<file path="src/rtl/tgen_pkg.sv">
package tgen_pkg;
  typedef enum logic [2:0] {
    TG_BULK   = 3'd0,
    TG_WRONLY = 3'd1,
    TG_RDONLY = 3'd2,
    TG_ALT    = 3'd3,
    TG_RAND   = 3'd4
  } tg_mode_e;

  typedef enum logic [2:0] {
    ST_START = 3'd0,
    ST_WR    = 3'd1,
    ST_RD    = 3'd2,
    ST_DRAIN = 3'd3,
    ST_DONE  = 3'd4
  } tg_state_e;

  localparam int LFSR_W = 31;
endpackage

</file>
<file path="src/rtl/tgen_rst_sync.sv">
module tgen_rst_sync (
  input  logic clk,
  input  logic rst_n,
  output logic rst_n_sync
);
  logic [1:0] sync_q;

  always_ff @(posedge clk or negedge rst_n) begin
    if (!rst_n) sync_q <= 2'b00;
    else        sync_q <= {sync_q[0], 1'b1};
  end

  assign rst_n_sync = sync_q[1];
endmodule

</file>
<file path="src/rtl/tgen_lfsr.sv">
module tgen_lfsr #(
  parameter logic [tgen_pkg::LFSR_W-1:0] SEED = 31'h1
) (
  input  logic                          clk,
  input  logic                          rst_n,
  input  logic                          step,
  output logic [tgen_pkg::LFSR_W-1:0]   state
);
  logic [tgen_pkg::LFSR_W-1:0] state_q, state_d;

  always_comb begin
    state_d = state_q;
    if (step) state_d = {state_q[29:0], state_q[30] ^ state_q[27]};
  end

  always_ff @(posedge clk or negedge rst_n) begin
    if (!rst_n)    state_q <= SEED;
    else if (step) state_q <= state_d;
  end

  assign state = state_q;
endmodule

</file>
<file path="src/rtl/tgen_check.sv">
module tgen_check #(
  parameter int                          DW    = 32,
  parameter int                          ERR_W = 16,
  parameter bit                          CHECK = 1'b1,
  parameter logic [tgen_pkg::LFSR_W-1:0] SEED  = 31'h1
) (
  input  logic             clk,
  input  logic             rst_n,
  input  logic             resp_valid,
  input  logic [DW-1:0]    resp_data,
  output logic             err_flag,
  output logic [ERR_W-1:0] err_count
);
  logic [tgen_pkg::LFSR_W-1:0] exp_state;
  logic                        mism;
  logic                        flag_q, flag_d;
  logic [ERR_W-1:0]            cnt_q, cnt_d;

  tgen_lfsr #(.SEED(SEED)) u_exp (
    .clk(clk), .rst_n(rst_n), .step(resp_valid), .state(exp_state)
  );

  assign mism = CHECK && resp_valid && (resp_data != DW'(exp_state));

  always_comb begin
    flag_d = flag_q;
    cnt_d  = cnt_q;
    if (mism) begin
      flag_d = 1'b1;
      if (cnt_q != {ERR_W{1'b1}}) cnt_d = cnt_q + 1'b1;
    end
  end

  always_ff @(posedge clk or negedge rst_n) begin
    if (!rst_n) begin
      flag_q <= 1'b0;
      cnt_q  <= '0;
    end else if (mism) begin
      flag_q <= flag_d;
      cnt_q  <= cnt_d;
    end
  end

  assign err_flag  = flag_q;
  assign err_count = cnt_q;

  a_r8_flag_sticky: assert property (@(posedge clk) disable iff (!rst_n)
    err_flag |=> err_flag);
  a_r9_count_no_wrap: assert property (@(posedge clk) disable iff (!rst_n)
    1'b1 |=> err_count >= $past(err_count));
  a_r8_count_implies_flag: assert property (@(posedge clk) disable iff (!rst_n)
    (err_count != '0) |-> err_flag);
endmodule

</file>
<file path="src/rtl/tgen_seq.sv">
module tgen_seq #(
  parameter tgen_pkg::tg_mode_e MODE        = tgen_pkg::TG_BULK,
  parameter bit                 LOOP        = 1'b0,
  parameter int                 AW          = 32,
  parameter logic [AW-1:0]      BASE_ADDR   = '0,
  parameter int                 WIN_BYTES   = 8192,
  parameter int                 BURST_BYTES = 32,
  parameter int                 NUM_BURSTS  = 256
) (
  input  logic                          clk,
  input  logic                          rst_n,
  input  logic [tgen_pkg::LFSR_W-1:0]   rnd_state,
  output logic                          rnd_step,
  output logic                          wr_valid,
  input  logic                          wr_ready,
  output logic                          rd_valid,
  input  logic                          rd_ready,
  output logic [AW-1:0]                 cmd_addr,
  input  logic                          resp_valid,
  output logic                          done
);
  import tgen_pkg::*;

  localparam int WIN_BURSTS = WIN_BYTES / BURST_BYTES;
  localparam int SWEEP      = LOOP ? WIN_BURSTS : NUM_BURSTS;
  localparam int IDX_W      = (SWEEP > 1) ? $clog2(SWEEP) : 1;
  localparam int OFF_W      = $clog2(BURST_BYTES);
  localparam int OUT_W      = IDX_W + 2;
  localparam bit PAIRED     = (MODE == TG_ALT) || (MODE == TG_RAND);

  tg_state_e        state_q, state_d;
  logic [IDX_W-1:0] idx_q, idx_d;
  logic [AW-1:0]    addr_q, addr_d;
  logic             wv_q, wv_d, rv_q, rv_d;
  logic [OUT_W-1:0] outst_q, outst_d;
  logic             load, last, wr_hs, rd_hs, en;

  function automatic logic [AW-1:0] burst_addr(input logic [IDX_W-1:0] i);
    if (MODE == TG_RAND)
      return BASE_ADDR + (AW'(rnd_state) & AW'(WIN_BYTES - 1) & ~AW'(BURST_BYTES - 1));
    return BASE_ADDR + (AW'(i) << OFF_W);
  endfunction

  assign wr_hs = wv_q && wr_ready;
  assign rd_hs = rv_q && rd_ready;
  assign last  = (idx_q == IDX_W'(SWEEP - 1));

  always_comb begin
    state_d = state_q;
    idx_d   = idx_q;
    addr_d  = addr_q;
    wv_d    = wv_q;
    rv_d    = rv_q;
    load    = 1'b0;
    unique case (state_q)
      ST_START: begin
        load   = 1'b1;
        idx_d  = '0;
        addr_d = burst_addr('0);
        if (MODE == TG_RDONLY) begin state_d = ST_RD; rv_d = 1'b1; end
        else                   begin state_d = ST_WR; wv_d = 1'b1; end
      end
      ST_WR: if (wr_hs) begin
        wv_d = 1'b0;
        if (PAIRED) begin
          state_d = ST_RD;
          rv_d    = 1'b1;
        end else if (!last) begin
          idx_d = idx_q + 1'b1; load = 1'b1; addr_d = burst_addr(idx_q + 1'b1); wv_d = 1'b1;
        end else if (MODE == TG_BULK) begin
          idx_d = '0; load = 1'b1; addr_d = burst_addr('0); state_d = ST_RD; rv_d = 1'b1;
        end else if (LOOP) begin
          idx_d = '0; load = 1'b1; addr_d = burst_addr('0); wv_d = 1'b1;
        end else begin
          state_d = ST_DRAIN;
        end
      end
      ST_RD: if (rd_hs) begin
        rv_d = 1'b0;
        if (!last) begin
          idx_d = idx_q + 1'b1; load = 1'b1; addr_d = burst_addr(idx_q + 1'b1);
          if (PAIRED) begin state_d = ST_WR; wv_d = 1'b1; end
          else        rv_d = 1'b1;
        end else if (LOOP) begin
          idx_d = '0; load = 1'b1; addr_d = burst_addr('0);
          if (MODE == TG_RDONLY) rv_d = 1'b1;
          else begin state_d = ST_WR; wv_d = 1'b1; end
        end else begin
          state_d = ST_DRAIN;
        end
      end
      ST_DRAIN: if (outst_q == '0) state_d = ST_DONE;
      default: ;
    endcase
  end

  always_comb begin
    outst_d = outst_q;
    if (rd_hs && !resp_valid)      outst_d = outst_q + 1'b1;
    else if (!rd_hs && resp_valid) outst_d = outst_q - 1'b1;
  end

  assign en = (state_q != ST_DONE);

  always_ff @(posedge clk or negedge rst_n) begin
    if (!rst_n) begin
      state_q <= ST_START;
      idx_q   <= '0;
      addr_q  <= '0;
      wv_q    <= 1'b0;
      rv_q    <= 1'b0;
      outst_q <= '0;
    end else if (en) begin
      state_q <= state_d;
      idx_q   <= idx_d;
      addr_q  <= addr_d;
      wv_q    <= wv_d;
      rv_q    <= rv_d;
      outst_q <= outst_d;
    end
  end

  assign rnd_step = load && (MODE == TG_RAND);
  assign wr_valid = wv_q;
  assign rd_valid = rv_q;
  assign cmd_addr = addr_q;
  assign done     = (state_q == ST_DONE);

  a_r13_wr_hold: assert property (@(posedge clk) disable iff (!rst_n)
    (wr_valid && !wr_ready) |=> (wr_valid && $stable(cmd_addr)));
  a_r13_rd_hold: assert property (@(posedge clk) disable iff (!rst_n)
    (rd_valid && !rd_ready) |=> (rd_valid && $stable(cmd_addr)));
  a_r13_one_cmd: assert property (@(posedge clk) disable iff (!rst_n)
    !(wr_valid && rd_valid));
  a_r12_in_window: assert property (@(posedge clk) disable iff (!rst_n)
    (wr_valid || rd_valid) |-> (cmd_addr >= BASE_ADDR && (cmd_addr - BASE_ADDR) < AW'(WIN_BYTES)));
  a_r12_aligned: assert property (@(posedge clk) disable iff (!rst_n)
    (wr_valid || rd_valid) |-> ((cmd_addr & AW'(BURST_BYTES - 1)) == '0));
  a_r10_done_sticky: assert property (@(posedge clk) disable iff (!rst_n)
    done |=> done);

  if (PAIRED) begin : g_pair_chk
    a_r5_read_after_write: assert property (@(posedge clk) disable iff (!rst_n)
      $rose(rd_valid) |-> $past(wr_valid && wr_ready));
  end
  if (LOOP) begin : g_loop_chk
    a_r11_never_done: assert property (@(posedge clk) disable iff (!rst_n) !done);
  end
  if (MODE == TG_WRONLY) begin : g_wo_chk
    a_r3_no_read: assert property (@(posedge clk) disable iff (!rst_n) !rd_valid);
  end
endmodule

</file>
<file path="src/rtl/mem_traffic_gen.sv">
module mem_traffic_gen #(
  parameter tgen_pkg::tg_mode_e          MODE        = tgen_pkg::TG_BULK,
  parameter bit                          LOOP        = 1'b0,
  parameter int                          AW          = 32,
  parameter int                          DW          = 32,
  parameter logic [AW-1:0]               BASE_ADDR   = '0,
  parameter int                          WIN_BYTES   = 8192,
  parameter int                          BURST_BYTES = 32,
  parameter int                          NUM_BURSTS  = 256,
  parameter int                          ERR_W       = 16,
  parameter logic [tgen_pkg::LFSR_W-1:0] DATA_SEED   = 31'h0000_0001,
  parameter logic [tgen_pkg::LFSR_W-1:0] ADDR_SEED   = 31'h2AB5_C3D1
) (
  input  logic             clk,
  input  logic             rst_n,
  output logic             wr_valid,
  input  logic             wr_ready,
  output logic [AW-1:0]    wr_addr,
  output logic [DW-1:0]    wr_data,
  output logic             rd_valid,
  input  logic             rd_ready,
  output logic [AW-1:0]    rd_addr,
  input  logic             rd_resp_valid,
  input  logic [DW-1:0]    rd_resp_data,
  output logic             done,
  output logic             err_flag,
  output logic [ERR_W-1:0] err_count
);
  import tgen_pkg::*;

  logic              rst_n_i;
  logic [LFSR_W-1:0] data_state, rnd_state;
  logic              rnd_step;
  logic [AW-1:0]     cmd_addr;

  tgen_rst_sync u_rst (.clk(clk), .rst_n(rst_n), .rst_n_sync(rst_n_i));

  tgen_lfsr #(.SEED(DATA_SEED)) u_wdata (
    .clk(clk), .rst_n(rst_n_i), .step(wr_valid && wr_ready), .state(data_state)
  );

  tgen_lfsr #(.SEED(ADDR_SEED)) u_raddr (
    .clk(clk), .rst_n(rst_n_i), .step(rnd_step), .state(rnd_state)
  );

  tgen_seq #(
    .MODE(MODE), .LOOP(LOOP), .AW(AW), .BASE_ADDR(BASE_ADDR),
    .WIN_BYTES(WIN_BYTES), .BURST_BYTES(BURST_BYTES), .NUM_BURSTS(NUM_BURSTS)
  ) u_seq (
    .clk(clk), .rst_n(rst_n_i), .rnd_state(rnd_state), .rnd_step(rnd_step),
    .wr_valid(wr_valid), .wr_ready(wr_ready), .rd_valid(rd_valid), .rd_ready(rd_ready),
    .cmd_addr(cmd_addr), .resp_valid(rd_resp_valid), .done(done)
  );

  tgen_check #(
    .DW(DW), .ERR_W(ERR_W), .CHECK(MODE != TG_RDONLY), .SEED(DATA_SEED)
  ) u_chk (
    .clk(clk), .rst_n(rst_n_i), .resp_valid(rd_resp_valid), .resp_data(rd_resp_data),
    .err_flag(err_flag), .err_count(err_count)
  );

  assign wr_addr = cmd_addr;
  assign rd_addr = cmd_addr;
  assign wr_data = DW'(data_state);

  a_r13_wdata_hold: assert property (@(posedge clk) disable iff (!rst_n_i)
    (wr_valid && !wr_ready) |=> $stable(wr_data));
  a_r1_reset_quiet: assert property (@(posedge clk)
    !rst_n_i |-> (!wr_valid && !rd_valid && !done && !err_flag));
endmodule

</file>
<file path="config.mk">
export PLATFORM = sky130hd
export DESIGN_NAME = mem_traffic_gen
export DESIGN_NICKNAME = d
export VERILOG_FILES = /design/src/rtl/tgen_pkg.sv /design/src/rtl/tgen_rst_sync.sv /design/src/rtl/tgen_lfsr.sv /design/src/rtl/tgen_check.sv /design/src/rtl/tgen_seq.sv /design/src/rtl/mem_traffic_gen.sv
export SDC_FILE = /design/constraint.sdc
export NUM_CORES = 1
export LEC_CHECK = 0
export BUFFER_PORTS_ARGS = -buffer_cell sky130_fd_sc_hd__buf_4
export CAP_MARGIN = 10
export CORE_AREA = 2 2 141 143
export DETAILED_ROUTE_END_ITERATION = 10
export DIE_AREA = 0 0 143 145
export PLACE_DENSITY = 0.53
export SETUP_SLACK_MARGIN = 0.5
export SLEW_MARGIN = 20
export SYNTH_ARGS = -nofsm -noshare
export SYNTH_HDL_FRONTEND = slang
export SYNTH_SLANG_ARGS = --single-unit
</file>
<file path="constraint.sdc">
create_clock -name clk -period 7.2 [get_ports clk]
set_input_delay 1.08 -clock clk [delete_from_list [all_inputs] [get_ports clk]]
set_output_delay 1.08 -clock clk [all_outputs]
set_load 0.02 [all_outputs]
</file>
==> impl_metrics.tcl <==
set metrics [dict create \
    outcome "finished clean" \
    cts_hold_repair.buffers 0 \
    synth_area_leaders "dfrtp_1 (45%), mux2_2 (12%), buf_4 (11%)" \
    ys_seq_area_share_pct 45.7 \
    seq_area_sq_um 2610 \
    grt_pass1_wl_um 18600 \
    postCtsSetupBuffers 0 \
    ff2ff_setup_slack_ps 4550 \
    rsz0062_at_grt "no" \
    htreeDepth 3 \
    numCtsBuffers 9 \
    diodes 0 \
    synth_top_cell_by_area "dfrtp_1" \
    grt_overflow_total 0 \
    critPathKind "in -> reg" \
    netlist_instances 517 \
    cts_sinks 104 \
    dp_hpwl_um 8340 \
    drtIter0Drc 131 \
    antenna_found_initial 0 \
    drt_pass1_iterations 4 \
    fin_nets 629 \
    portBuffers 103 \
    finClkSkew_ps 10.4 \
    drv_cap 0 \
    cellPowerDensity_nw_per_um2 303 \
    fin_cells 849 \
    synthArstFlopShare_pct 100 \
    die_x_um 143 \
    placed_cells 833 \
    ys_types 48 \
    finalSetupTns_ps 0 \
    period_minus_slack_ps 3390 \
    seqPwrFrac_pct 43.3 \
    remaining_drc_errors 0 \
    crit_buf_inv 3 \
    p_int_mw 1.31 \
    rows 51 \
    utilization_pct 34.3 \
    ant_nets 0 \
    worstMarginPinSlew_ps 807 \
    path_clk_slew_ps 70 \
    hold_viol 0 \
    initial_core_util_pct 29.7 \
    grt_use_total_pct 11.2 \
    synth_top_area_share_pct 44.8 \
    r2r_end "u_seq.outst_q[8]" \
    die-area_sq_um 20700 \
    critPathMaxStageDelay_ps 410 \
    setup_viol 0 \
    num_io_pins 153 \
    clk_latency_ps 350 \
    die_h_um 145 \
    finalCritPeriodShare_pct 47.0 \
    critPathLaunchType "primary input" \
    fin_ws_ps 3810 \
    crit_path_top_delay_cell "buf_4" \
    coreArea_sq_um 19200 \
    end_kind "register" \
    netSwitchingPower_mw 0.684 \
    post_cts_resized 0 \
    gp_congestion 0.776 \
    viasPerCell 4.33 \
    leakagePower_nw 3.09 \
    fillers 1938 \
    critPathMaxFanout 43 \
    drive_above_1_share_pct 33.0 \
    synth_edf_count 0 \
    cp_top_family "compound AO/OA/AOI/OAI gates" \
    netSwitchingFraction_pct 34.3 \
    cts_root_buffer "clkbuf_16" \
    syn-cell-area_sq_um 5700 \
    ir_drop_uv 130 \
    ys.flop_type "dfrtp_1" \
    multi_input_area_sq_um 2530 \
    yosysWarnings 0 \
    ys_ff_latch 104 \
    fmaxAchievable_mhz 295 \
    reg2regPathDepth 10 \
    dpl-instance-area_sq_um 6280 \
    cts_tree "built" \
    r2r-start "u_seq.rd_valid" \
    power_frac_clock_pct 25.5 \
    grt_max_degree 62 \
    required_ps 7420 \
    num_vias 3677 \
    combPwrFrac_pct 31.2 \
    holdWs_ps 321 \
    worstPathArrival_ps 3600 \
    cts_max_path_buffers 2 \
    routed_wl_um 11400 \
    dp_slack_ps 3430 \
    routedWlPerCell_um 13.5 \
    report.power.total_mw 1.99 \
    drv_slew 0 \
    slew_headroom_pct 46.2 \
    final_cell_area_sq_um 6590 \
    grt_pass1_vias 3594 \
    path_cells "buf_4, inv_1, ha_1, inv_1, ha_1, a21o_1, a21oi_1, o21ai_0, a31oi_1, xor2_1, o21ai_0" \
    area_growth_pct 15.6 \
    avgSynthCellArea_sq_um 11.0 \
    hold_path_class "reg -> async" \
]
==> placed cells by master (no fill, tap or decap), types with 8 or more instances in the layout <==
cell type | netlist | routed
nand2_1 | 32 | 32
conb_1 | 2 | 50
o21ai_0 | 20 | 20
clkbuf_16 | 0 | 9
mux2_2 | 62 | 62
dfrtp_1 | 102 | 101
nor3_1 | 8 | 8
ha_1 | 12 | 12
xor2_1 | 11 | 11
buf_4 | 87 | 105
nor2_1 | 21 | 21
nand4_1 | 11 | 11
nand3_1 | 15 | 15
xnor2_1 | 47 | 47
a21oi_1 | 11 | 11
==> synth_stat cells, drive strengths merged (2+ instances only) <==
cell type	n
a21oi	11
a22o	2
nor4	6
ha	12
buf	98
nand4	12
mux2	63
a31oi	3
or3	3
nor2	21
a21o	5
inv	7
dfrtp	102
nand4b	2
and4	2
o21ai	21
a211oi	2
xnor2	47
nand3	16
and2	2
o31ai	3
clkbuf	4
nand3b	2
nor3	8
xor2	11
conb	2
o211ai	2
dfstp	2
nand2	32
and3	7
==> power by group through the flow <==
stage | clock, mW | sequential [mW] | combinational, mW
6_report | 0.508 | 0.865 | 0.622
5_1_grt | 0.555 | 0.889 | 0.692
4_1_cts | 0.529 | 0.867 | 0.629
3_5_place_dp | 0 | 0.877 | 0.626
3_3_place_gp | 0 | 0.871 | 0.613
2_1_floorplan | 0 | 0.879 | 0.452
==> metal layers <==
metal	track usage [%]	up-vias	share of wire (%)
li1	-	1768	-
met1	14.4	1804	44
met2	18.1	91	50
met3	2.15	14	4.5
met4	5.20	0	2.0
met5	0	-	0
==> logic make-up after synthesis <==
logic type | Yosys count | share of synthesized area [%]
simple gates | 116 | 10.8
mux | 63 | 12.4
flops | 104 | 45.7
xor+xnor | 58 | 8.91
fa+ha+maj | 13 | 2.98
other cells | 2 | 0.132
compound gates | 52 | 5.93
buf+inv | 109 | 13.1
==> state kept, by name, indices dropped and copies added, names as in the netlist <==
| name | cells |
|---|---|
| u_chk.err_count | 16 |
| u_chk.err_flag | 1 |
| u_chk.u_exp.state | 31 |
| u_rst.sync_q | 2 |
| u_seq.cmd_addr | 8 |
| u_seq.outst_q | 10 |
| u_seq.rd_valid | 1 |
| u_seq.state_q | 3 |
| u_seq.wr_valid | 1 |
| u_wdata.state | 31 |
==> how the worst max path moves through the flow <==
stage                  start                to  slack, ps  depth (start not counted)
2_1_floorplan  rd_resp_valid  u_seq.outst_q[8]       4070                         11
3_3_place_gp   rd_resp_valid  u_seq.outst_q[8]       3520                         11
3_5_place_dp   rd_resp_valid  u_seq.outst_q[8]       3430                         11
4_1_cts        rd_resp_valid  u_seq.outst_q[8]       3820                         11
5_1_grt        rd_resp_valid  u_seq.outst_q[8]       3510                         11
6_report       rd_resp_valid  u_seq.outst_q[8]       3810                         11
==> final cells by class <==
class	instances	share of cell area, %
repair buffers	105	12.0
multi-input cells	352	38.4
clock buffers	12	3.89
well taps	265	5.03
inverters	7	0.399
flip-flops and latches	104	39.6
clock inverters	4	0.778
==> worst reg2reg max path, cell delays in order, from the launching register on <==
cell	delay, ps
dfrtp_1	400
and2_1	190
ha_1	230
inv_1	310
ha_1	360
a21o_1	200
a21oi_1	260
o21ai_0	130
a31oi_1	210
xor2_1	150
o21ai_0	80
No activity file was read; power rests on OpenSTA's default activity.
